**src/rtl/intr_stat_pkg.sv**
```systemverilog
package intr_stat_pkg;
  localparam int unsigned REG_W   = 32;
  localparam int unsigned IDX_W   = 3;
  localparam int unsigned NUM_SRC = 2;
  localparam int unsigned EADDR_W = 64;

  // word indices; software relies on these positions
  localparam logic [IDX_W-1:0] IDX_EADR_LO = 3'd0;
  localparam logic [IDX_W-1:0] IDX_EADR_HI = 3'd1;
  localparam logic [IDX_W-1:0] IDX_STATUS  = 3'd3;
  localparam logic [IDX_W-1:0] IDX_ENSET   = 3'd5;
  localparam logic [IDX_W-1:0] IDX_CLEAR   = 3'd7;

  // source bit positions
  localparam int unsigned SRC_DONE = 0;
  localparam int unsigned SRC_ERR  = 1;
endpackage

```
**src/rtl/intr_reg_decode.sv**
```systemverilog
module intr_reg_decode
  import intr_stat_pkg::*;
#(
  parameter int unsigned DW   = REG_W,
  parameter int unsigned AW   = IDX_W,
  parameter int unsigned NSRC = NUM_SRC,
  parameter int unsigned EAW  = EADDR_W
) (
  input  logic            wr,
  input  logic [AW-1:0]   idx,
  input  logic [DW-1:0]   wdata,
  input  logic [NSRC-1:0] pend,
  input  logic [NSRC-1:0] enab,
  input  logic [EAW-1:0]  cap_addr,
  output logic [NSRC-1:0] set_mask,
  output logic [NSRC-1:0] clr_mask,
  output logic [DW-1:0]   rdata
);
  localparam int unsigned HI_W = EAW - DW;

  always_comb begin
    set_mask = '0;
    clr_mask = '0;
    if (wr && idx == IDX_ENSET) set_mask = wdata[NSRC-1:0];
    if (wr && idx == IDX_CLEAR) clr_mask = wdata[NSRC-1:0];
  end

  always_comb begin
    rdata = '0;
    unique case (idx)
      IDX_EADR_LO: rdata = cap_addr[DW-1:0];
      IDX_EADR_HI: rdata[HI_W-1:0] = cap_addr[EAW-1:DW];
      IDX_STATUS:  rdata[NSRC-1:0] = pend;
      IDX_ENSET:   rdata[NSRC-1:0] = enab;
      default:     rdata = '0;
    endcase
  end
endmodule

```
**src/rtl/intr_pending_bank.sv**
```systemverilog
module intr_pending_bank
  import intr_stat_pkg::*;
#(
  parameter int unsigned NSRC = NUM_SRC
) (
  input  logic            clk,
  input  logic            rst_n,
  input  logic [NSRC-1:0] evt,
  input  logic [NSRC-1:0] clr_mask,
  input  logic            flush,
  input  logic [NSRC-1:0] set_mask,
  output logic [NSRC-1:0] pend,
  output logic [NSRC-1:0] enab
);
  for (genvar g = 0; g < NSRC; g++) begin : g_src
    logic clr_g;
    assign clr_g = clr_mask[g] | flush;

    always_ff @(posedge clk or negedge rst_n) begin
      if (!rst_n) begin
        pend[g] <= 1'b0;
        enab[g] <= 1'b0;
      end else begin
        pend[g] <= (pend[g] & ~clr_g) | evt[g];
        if (set_mask[g]) enab[g] <= 1'b1;
      end
    end


    evt_wins_chk: assert property (@(posedge clk) disable iff (!rst_n)
      evt[g] |=> pend[g]);

    clr_drops_chk: assert property (@(posedge clk) disable iff (!rst_n)
      (clr_g && !evt[g]) |=> !pend[g]);

    enab_sticky_chk: assert property (@(posedge clk) disable iff (!rst_n)
      enab[g] |=> enab[g]);
  end
endmodule

```
**src/rtl/intr_err_capture.sv**
```systemverilog
module intr_err_capture
  import intr_stat_pkg::*;
#(
  parameter int unsigned EAW = EADDR_W
) (
  input  logic           clk,
  input  logic           rst_n,
  input  logic           err_evt,
  input  logic           err_pend,
  input  logic           err_clr,
  input  logic [EAW-1:0] evt_addr,
  output logic [EAW-1:0] cap_addr
);
  logic open_slot;
  assign open_slot = !err_pend || err_clr;

  always_ff @(posedge clk or negedge rst_n) begin
    if (!rst_n)                   cap_addr <= '0;
    else if (err_evt && open_slot) cap_addr <= evt_addr;
  end


  first_err_load_chk: assert property (@(posedge clk) disable iff (!rst_n)
    (err_evt && !err_pend) |=> cap_addr == $past(evt_addr));

  held_addr_chk: assert property (@(posedge clk) disable iff (!rst_n)
    (err_pend && !err_clr) |=> $stable(cap_addr));
endmodule

```
**src/rtl/intr_stat_ctl.sv**
```systemverilog
module intr_stat_ctl
  import intr_stat_pkg::*;
#(
  parameter int unsigned DW   = REG_W,
  parameter int unsigned AW   = IDX_W,
  parameter int unsigned EAW  = EADDR_W
) (
  input  logic           clk,
  input  logic           rst_n,
  input  logic           reg_wr,
  input  logic [AW-1:0]  reg_idx,
  input  logic [DW-1:0]  reg_wdata,
  output logic [DW-1:0]  reg_rdata,
  input  logic           done_evt,
  input  logic           err_evt,
  input  logic [EAW-1:0] err_addr,
  input  logic           dev_stat_rd,
  input  logic           dev_busy,
  output logic           irq
);
  localparam int unsigned NSRC = NUM_SRC;

  logic [NSRC-1:0] evt_vec, pend, enab, set_mask, clr_mask;
  logic [EAW-1:0]  cap_addr;
  logic            flush;

  always_comb begin
    evt_vec = '0;
    evt_vec[SRC_DONE] = done_evt;
    evt_vec[SRC_ERR]  = err_evt;
  end

  assign flush = dev_stat_rd & ~dev_busy;

  intr_reg_decode #(.DW(DW), .AW(AW), .NSRC(NSRC), .EAW(EAW)) u_dec (
    .wr(reg_wr), .idx(reg_idx), .wdata(reg_wdata),
    .pend(pend), .enab(enab), .cap_addr(cap_addr),
    .set_mask(set_mask), .clr_mask(clr_mask), .rdata(reg_rdata)
  );

  intr_pending_bank #(.NSRC(NSRC)) u_bank (
    .clk(clk), .rst_n(rst_n), .evt(evt_vec), .clr_mask(clr_mask),
    .flush(flush), .set_mask(set_mask), .pend(pend), .enab(enab)
  );

  intr_err_capture #(.EAW(EAW)) u_cap (
    .clk(clk), .rst_n(rst_n), .err_evt(err_evt), .err_pend(pend[SRC_ERR]),
    .err_clr(clr_mask[SRC_ERR] | flush), .evt_addr(err_addr),
    .cap_addr(cap_addr)
  );

  assign irq = |(pend & enab);


  flush_all_chk: assert property (@(posedge clk) disable iff (!rst_n)
    (dev_stat_rd && !dev_busy && !done_evt && !err_evt) |=> pend == '0);

  busy_read_keeps_chk: assert property (@(posedge clk) disable iff (!rst_n)
    (dev_stat_rd && dev_busy && !reg_wr) |=> (pend & $past(pend)) == $past(pend));

  stray_write_chk: assert property (@(posedge clk) disable iff (!rst_n)
    (reg_wr && reg_idx != IDX_ENSET) |=> $stable(enab));
endmodule

```
**config.mk**
```make
export PLATFORM = sky130hd
export DESIGN_NAME = intr_stat_ctl
export DESIGN_NICKNAME = d
export VERILOG_FILES = /design/src/rtl/intr_stat_pkg.sv /design/src/rtl/intr_reg_decode.sv /design/src/rtl/intr_pending_bank.sv /design/src/rtl/intr_err_capture.sv /design/src/rtl/intr_stat_ctl.sv
export SDC_FILE = /design/constraint.sdc
export NUM_CORES = 1
export LEC_CHECK = 0
export ABC_AREA = 1
export BUFFER_PORTS_ARGS = -buffer_cell sky130_fd_sc_hd__buf_2
export CORE_MARGIN = 2
export CORE_UTILIZATION = 45
export CTS_CLUSTER_DIAMETER = 50
export DETAILED_ROUTE_END_ITERATION = 12
export HOLD_SLACK_MARGIN = 0.03
export PLACE_DENSITY = 0.89
export SYNTH_ARGS = -nofsm -noshare
export SYNTH_HDL_FRONTEND = slang
export SYNTH_SLANG_ARGS = --single-unit
export TNS_END_PERCENT = 1
```
**constraint.sdc**
```tcl
create_clock -name clk -period 1.6 [get_ports clk]
set_input_delay 0.32 -clock clk [delete_from_list [all_inputs] [get_ports clk]]
set_output_delay 0.32 -clock clk [all_outputs]
set_load 0.005 [all_outputs]
```
==> flow_summary.toml, run 1 <==
[run_status]
status = "completed"

[cells_and_area]
instances_no_fill = 621
fin_nets = 626
fill_cells = 625
layout-drive-gt1-share_pct = 26.1
n_antenna_cell = 0
final_cell_mix = "nand2_1 (234), buf_2 (108), nand3_1 (69)"
layout_commonest_cell = "nand2_1"
area_delta_synth_final_pct = 27.0
fin_area_um2 = 4020

[sta]
final_hold_viol_count = 0
timing.fmax_ghz = 0.637
maxSlewViolCount = 0
fin_skew_ns = 0.00993
fin_crit_sh_pct = 98.2
maxSlewHeadroom_pct = 75.2
rsz0062_at_grt = "true"
fin_crit_ns = 1.57
finalSetupViolations = 0
worst_slew_pin_slew_ns = 0.369
hold_slack_ns = 0.174

[detailed_routing]
drc_errors = 0
drt_wl_total_mm = 7.54
ant_nets = 0
vias = 3018
drtIter0Drc = 157
drt_pass1_iterations = 5
via_per_inst = 4.86
avgRoutedWirePerCell_um = 12.1

[global_routing]
grt.overflow.total = 0
grt_usage_pct = 20.6
antenna_found_initial = 0
grt_pass1_wl_mm = 12.4
grt_pass1_vias = 2883
grt_max_degree = 69

[die]
dieArea_um2 = 7720
die_h_um = 87.9
start_util_pct = 46.6
num_io_pins = 139
fp-row-count = 30
core_um2 = 6790
die_x_um = 87.9

[yosys]
synth_top_area_share_pct = 53.7
yosysTopAreaCell = "dfrtp_1"
synth_nets = 522
synth_cells = 416
synthDistinctLibCells = 15
ys_seq_area_share_pct = 53.7
synth_seq_cells = 68
synth-warning-count = 0
synth_area_leaders = "dfrtp_1 (54%), nand2_1 (28%), nand3_1 (11%)"
synth_area_um2 = 3170
avgSynthCellArea_um2 = 7.61

[clocking]
cts_tree = "yes"
cts_max_level = 3
post_cts_buffers = 0
cts.sink_count = 68
clkTransAtPathRegs_ns = 0.07
clk_latency_ns = 0.32
cts_resized = 0
cts_buffers = 9
cts_buffer_depth = 2
root_buffer = "clkbuf_8"

[placed_design]
placed_cell_area_um2 = 3800
gp_congestion = 0.807
port_buffers = 108
placed_cells = 604
hpwlAfterDp_mm = 5.20

[power]
p_leak_nw = 2.38
vdd_drop_max_mv = 0.634
finalPower_mw = 4.43
power.density_nw_per_um2 = 1100

[critical_path]
slowest_delay_ns = 0.27
worstPathRequired_ns = 1.28
worstPathMaxFanout = 16
end_kind = "primary output"
critical_path.cell_chain = "buf_2 > nor3_2 > buf_4 > nand2_1 > nand2_1 > buf_2"
startpoint_type = "input pin"
worst_ep_arrival_time_ns = 1.25
crit_path_top_delay_cell = "buf_4"
crit_type = "input pin to primary output"

[hold_path]
hp-class = "input pin to flop"

[run]
maxCapViolCount = 0
## cells by family (layout without fill, tap and decap cells)
group | Yosys count | count (layout) | share of synthesized area, %
AND/OR/NAND/NOR | 311 | 311 | 40.0
flip-flops | 68 | 68 | 53.7
AO/OA/AOI/OAI | 2 | 2 | 0.316
buffers and inverters | 35 | 144 | 5.93
## power by group
part           leakage, nW  switching, mW  internal (mW)
logic                 1.44          0.427          0.302
clock network        0.113          0.613          0.913
registers            0.831          0.161           2.02
total                 2.38           1.20           3.23
## registers in the layout, indices dropped and copies added, names as in the netlist
name / cells
u_bank.enab: 2
u_cap.cap_addr: 64
u_bank.pend: 2
## metal layers
layer	up-vias	routed length (µm)	global-route usage [%]
li1	1510	-	-
met2	110	3650	34.2
met5	-	0	0
met4	0	93	8.11
met1	1390	3370	26.3
met3	8	422	4.43
## through the flow
step | worst slack [ns] | utilization, % | TNS (ns)
final | 0.0292 | 59.2 | 0
after global routing | -0.0569 | 59.2 | -0.993
after CTS | 0.0302 | 59.2 | 0
after detailed placement | 0.0725 | 55.9 | 0
after global placement | 0.0646 | 55.9 | 0
after floorplan | 0.196 | - | 0
## Yosys cell counts
master	number
inv_1	9
nand2_2	2
nand4_1	2
nand2_1	234
buf_1	1
o21ai_0	1
buf_4	1
dfrtp_1	68
nor2_1	1
clkbuf_1	7
buf_2	12
nor3_1	3
a21oi_1	1
buf_6	5
nand3_1	69
## timing repair
item / 4_1_cts / 5_1_grt
hold endpoints to repair: 68 / 0
setup endpoints to repair: 0 / 32
hold buffers: 1 / 0
## layout make-up
type                    instances  area (µm²)  area share (%)
flip-flops and latches         68        1700            42.3
multi-input cells             313        1290            32.0
repair buffers                119         663            16.5
clock buffers                  11         141            3.51
well taps                      96         120            2.99
clock inverters                 5        75.1            1.87
inverters                       9        33.8           0.840
## path summary, 6_finish.rpt
path                                         start            endpoint  slack [ns]  cells after the start
worst max-delay path                    reg_idx[2]       reg_rdata[12]        0.03                      6
worst min-delay path                      done_evt      u_bank.pend[0]        0.17                      3
worst max register to register      u_bank.pend[1]  u_cap.cap_addr[11]        0.31                      7
worst min register to register  u_cap.cap_addr[38]  u_cap.cap_addr[38]        0.47                      2
max in group asynchronous                    rst_n   u_cap.cap_addr[8]        0.77                      3
min in group asynchronous                    rst_n      u_bank.enab[1]        0.54                      3
## critical path: cells and delay by family
kind	cells	cell delay, ns
buffers and inverters	3	0.52
AND/OR/NAND/NOR	3	0.41
No activity file was read; power rests on OpenSTA's default activity.
==> inputs of run 2 (changes only) <==
Settings changed: BUFFER_PORTS_ARGS -buffer_cell sky130_fd_sc_hd__buf_2 to default, DONT_BUFFER_PORTS from default to 1, PLACE_DENSITY 0.89 to 0.72.
==> run 2 against run 1 <==
The flow now finishes with violations (hold timing). Routed wire length fell by 4.1%. Clock power barely moved. Die area did not move. Register-to-register slack barely moved. First-iteration DRC count fell by 52%. Sequential cell count did not move. Cell count fell by 18%. Power fell by 4.5%. Clock skew fell by 0.0031 ns. Sequential share of layout area rose by 7.1 points.
==> flow_summary.toml, run 2 (same netlist as run 1, synthesis figures left out) <==
[run_status]
status = "finished, violations left"
violations = "hold timing"

[die]
die_x_um = 87.9
dieArea_um2 = 7720
fp-row-count = 30
start_util_pct = 46.6
core_um2 = 6790
die_h_um = 87.9
num_io_pins = 139

[critical_path]
worst_ep_arrival_time_ns = 0.99
worstPathRequired_ns = 1.28
crit_type = "input pin to primary output"
worstPathMaxFanout = 32
rrSetupSlack_ns = 0.31
startpoint_type = "input pin"
crit_path_end = "reg_rdata[1]"
rr_startpoint = "u_bank.pend[1]"
crit_start = "reg_idx[2]"
slowest_delay_ns = 0.24
critical_path.cell_chain = "nor3_2 > buf_12 > nand2_1 > nand4_1"
crit_path_top_delay_cell = "nor3_2"
reg2reg_depth = 7
reg2reg_to = "u_cap.cap_addr[16]"
end_kind = "primary output"

[cells_and_area]
fin_area_um2 = 3440
fill_cells = 662
final_cell_mix = "nand2_1 (234), nand3_1 (69), dfrtp_1 (68)"
regMostFlops = "u_cap.cap_addr"
final_core_util_pct = 50.7
layout_commonest_cell = "nand2_1"
largest_register_ffs = 64
reg_top3 = "u_cap.cap_addr: 64 flops, u_bank.enab: 2 flops, u_bank.pend: 2 flops"
area_delta_synth_final_pct = 8.73
fin_nets = 513
seq_area_um2 = 1700
layout-drive-gt1-share_pct = 5.83
n_antenna_cell = 0
instances_no_fill = 508
multi_input_area_um2 = 1290

[sta]
finalSetupViolations = 0
rsz0062_at_grt = "false"
maxSlewHeadroom_pct = 71.2
hold_slack_ns = -0.329
worst_slew_pin_slew_ns = 0.429
final_hold_viol_count = 68
layout_setup_ws_ns = 0.288
fin_crit_sh_pct = 82.0
fin_skew_ns = 0.00682
tns_ns = 0
maxSlewViolCount = 0
timing.fmax_ghz = 0.762
fin_crit_ns = 1.31

[placed_design]
placed_cells = 492
place_ws_ns = 0.267
hpwlAfterDp_mm = 4.62
port_buffers = 0
gp_congestion = 0.822
placed_cell_area_um2 = 3230

[clocking]
cts_buffers = 9
cts_buffer_depth = 2
cts_max_level = 3
clk_latency_ns = 0.34
cts_tree = "yes"
clkTransAtPathRegs_ns = 0.07
root_buffer = "clkbuf_8"
cts.sink_count = 68

[power]
netSwitchingPower_mw = 1.10
combPwrFrac_pct = 12.1
p_leak_nw = 1.88
finalPower_mw = 4.23
power_frac_clock_pct = 36.5
swShare_pct = 26.1
power.density_nw_per_um2 = 1230
vdd_drop_max_mv = 0.824
internal-power_mw = 3.13
pwr-share-seq_pct = 51.4

[detailed_routing]
via_per_inst = 5.13
drtIter0Drc = 76
vias = 2606
drc_errors = 0
ant_nets = 0
drt_wl_total_mm = 7.23
drt_pass1_iterations = 5
avgRoutedWirePerCell_um = 14.2

[global_routing]
grt_usage_pct = 19.8
grt_max_degree = 69
antenna_found_initial = 0
grt.overflow.total = 0
grt_pass1_wl_mm = 11.8
grt_pass1_vias = 2614

[hold_path]
hp-class = "input pin to async pin"

[run]
maxCapViolCount = 0
## run 2: what timing repair did
item | CTS | global route
gates resized for setup | 0 | 0
buffers inserted | 0 | 0
endpoints found under the hold margin | 68 | 68
## run 2: worst max-delay path: cells and delay by family
kind	cells	cell delay, ns
buffers and inverters	1	0.24
AND/OR/NAND/NOR	3	0.43
## run 2: layout make-up
cell class / count / area share (%)
Clock buffer: 12 / 4.22
Tap cell: 96 / 3.49
Timing Repair Buffer: 6 / 2.40
Sequential cell: 68 / 49.4
Inverter: 9 / 0.981
Multi-Input combinational cell: 313 / 37.4
Clock inverter: 4 / 2.11
## run 2: routing by layer
layer | part of all wire, % | vias to the layer above | GRT usage, %
met5 | 0 | - | 0
met4 | 2.3 | 0 | 8.39
met3 | 5.8 | 14 | 5.18
met2 | 47 | 84 | 33.0
met1 | 44 | 1222 | 24.5
li1 | - | 1286 | -
## run 2: worst min-delay path by stage
stage / to / slack, ns / cells after the start
3_5_place_dp: u_cap.cap_addr[62] / 0.03 / 0
3_3_place_gp: u_cap.cap_addr[61] / 0.03 / 0
5_1_grt: u_cap.cap_addr[4] / -0.35 / 0
2_1_floorplan: u_bank.enab[0] / 0.02 / 0
6_report: u_cap.cap_addr[5] / -0.33 / 0
4_1_cts: u_cap.cap_addr[4] / -0.35 / 0
## run 2: power by group through the flow
stage | registers (mW) | logic [mW] | clock network, mW
global placement | 2.19 | 0.495 | 0
global route | 2.22 | 0.609 | 1.66
CTS | 2.18 | 0.522 | 1.58
floorplan | 2.17 | 0.454 | 0
finish | 2.17 | 0.512 | 1.55
detailed placement | 2.21 | 0.521 | 0
==> inputs of run 3 (changes only) <==
Settings changed: PLACE_DENSITY 0.72 to 0.74.
Clock period 1.6 ns to 1.15 ns, I/O delays scaled along.
==> run 3 against run 2 <==
The flow finishes with violations (hold timing, setup timing). Sequential cell count did not move. Non-clock buffer count rose by 33. Combinational power rose by 82%. Utilization rose by 6.6 points. Clock-buffer cell count fell by 1. Register-to-register slack got worse by 0.34 ns. Die area did not move. Clock power rose by 19%. Worst setup slack got worse by 0.31 ns.
==> flow_summary.toml, run 3 (same netlist as run 1, synthesis figures left out) <==
[run_status]
status = "finished, violations left"
violations = "hold timing, setup timing"

[global_routing]
grt_usage_pct = 20.5
grt_max_degree = 69
antenna_found_initial = 0
top_usage_layer = "met2"
met2_usage_pct = 35.3
grt_pass1_vias = 2572
met1_usage_pct = 25.1
grt.overflow.total = 0
use_met3_pct = 4.62
grt_pass1_wl_mm = 12.2

[detailed_routing]
vias = 2740
drt_pass1_iterations = 4
via_per_inst = 5.06
avgRoutedWirePerCell_um = 14.7
drtIter0Drc = 121
drc_errors = 0
drt_wl_total_mm = 7.95
ant_nets = 0

[sta]
finalSetupViolations = 21
worst_slew_pin_slew_ns = 0.337
fin_skew_ns = 0.00489
rsz0062_at_grt = "true"
fin_crit_sh_pct = 102
hold_slack_ns = -0.410
timing.fmax_ghz = 0.851
final_hold_viol_count = 68
layout_setup_ws_ns = -0.0253
tns_ns = -0.243
fin_crit_ns = 1.18
maxSlewViolCount = 0
maxSlewHeadroom_pct = 77.4

[critical_path]
slowest_delay_ns = 0.39
crit_path_top_delay_cell = "dfrtp_1"
startpoint_type = "flop"
worstPathRequired_ns = 1.36
rr_startpoint = "u_bank.pend[1]"
critical_path.cell_chain = "inv_2 > a21oi_4 > nand2_4 > nand2_8 > buf_16 > nand2_1 > nand2_1"
worst_ep_arrival_time_ns = 1.38
path_buf_inv = 2
worstPathMaxFanout = 13
crit_family = "flip-flops"
end_kind = "flop"
crit_type = "flop to flop"
crit_start = "u_bank.pend[1]"
path_common_cell = "nand2_1"

[die]
fp-row-count = 30
die_h_um = 87.9
core_um2 = 6790
num_io_pins = 139
dieArea_um2 = 7720
start_util_pct = 46.6
die_x_um = 87.9

[placed_design]
placed_cells = 495
port_buffers = 0
place_ws_ns = -0.106
placed_cell_area_um2 = 3290
gp_congestion = 0.795
hpwlAfterDp_mm = 4.59

[cells_and_area]
final_cell_mix = "nand2_1 (217), nand3_1 (69), dfrtp_1 (68)"
fill_cells = 661
seq_area_um2 = 1700
layout-drive-gt1-share_pct = 11.0
n_antenna_cell = 0
final_core_util_pct = 57.3
fin_area_um2 = 3890
layout_commonest_cell = "nand2_1"
fin_nets = 546
largest_register_ffs = 64
instances_no_fill = 541
area_delta_synth_final_pct = 23.0
multi_input_area_um2 = 1370
reg_top3 = "u_cap.cap_addr: 64 flops, u_bank.enab: 2 flops, u_bank.pend: 2 flops"
regMostFlops = "u_cap.cap_addr"

[clocking]
cts_buffer_depth = 2
cts_max_level = 3
root_buffer = "clkbuf_8"
cts_buffers = 9
clk_latency_ns = 0.33
cts.sink_count = 68
clkTransAtPathRegs_ns = 0.07
cts_tree = "yes"

[run]
maxCapViolCount = 0

[power]
finalPower_mw = 5.83
p_leak_nw = 2.06
power.density_nw_per_um2 = 1500
vdd_drop_max_mv = 0.983

[hold_path]
hp-class = "input pin to async pin"
-- run 3: cell count changes in the layout (fill, tap and decap cells not counted), moves of 2 or more --
cell           change
buf_12             +2
nand2_2           +15
nand2_1           -17
dlygate4sd3_1     +27
clkinv_2           +2
clkbuf_16          +2
-- run 3: layout make-up --
cell class	instances	share of cell area, %
Multi-Input combinational cell	313	35.1
Clock inverter	5	1.35
Tap cell	96	3.08
Timing Repair Buffer	39	12.6
Clock buffer	11	3.37
Inverter	9	0.867
Sequential cell	68	43.7
-- run 3: power by group --
part	switching [mW]	internal [mW]	total, mW	leakage [nW]
combinational	0.513	0.420	0.933	1.13
sequential	0.235	2.81	3.05	0.831
clock	0.856	0.992	1.85	0.0931
-- run 3: worst reg2reg max path, stage by stage (launching register included) --
cell,delay [ns]
dfrtp_1,0.39
inv_2,0.09
a21oi_4,0.04
nand2_4,0.13
nand2_8,0.11
buf_16,0.17
nand2_1,0.06
nand2_1,0.07
-- run 3: timing repair --
item / in CTS / in global routing
gates resized for setup: 5 / 23
cloned: 1 / 2
pin swaps: 5 / 2
setup buffers: 1 / 0
setup endpoints to repair: 67 / 88
hold buffers: 24 / 3
endpoints found under the hold margin: 92 / 71
-- run 3: final timing paths --
| check | endpoint | slack (ns) | cells past startpoint |
|---|---|---|---|
| max | u_cap.cap_addr[43] | -0.03 | 7 |
| min in group clk | u_cap.cap_addr[28] | 0.04 | 2 |
| min | u_cap.cap_addr[35] | -0.41 | 0 |
| min reg2reg | u_cap.cap_addr[14] | 0.47 | 2 |
| max in group asynchronous | u_cap.cap_addr[5] | 1.43 | 0 |
| max reg2reg | u_cap.cap_addr[43] | -0.03 | 7 |
-- run 3: routing by layer --
layer	wire length [µm]	up-vias
met5	0	-
met4	159	0
met3	478	13
met2	3970	87
met1	3340	1282
li1	-	1358
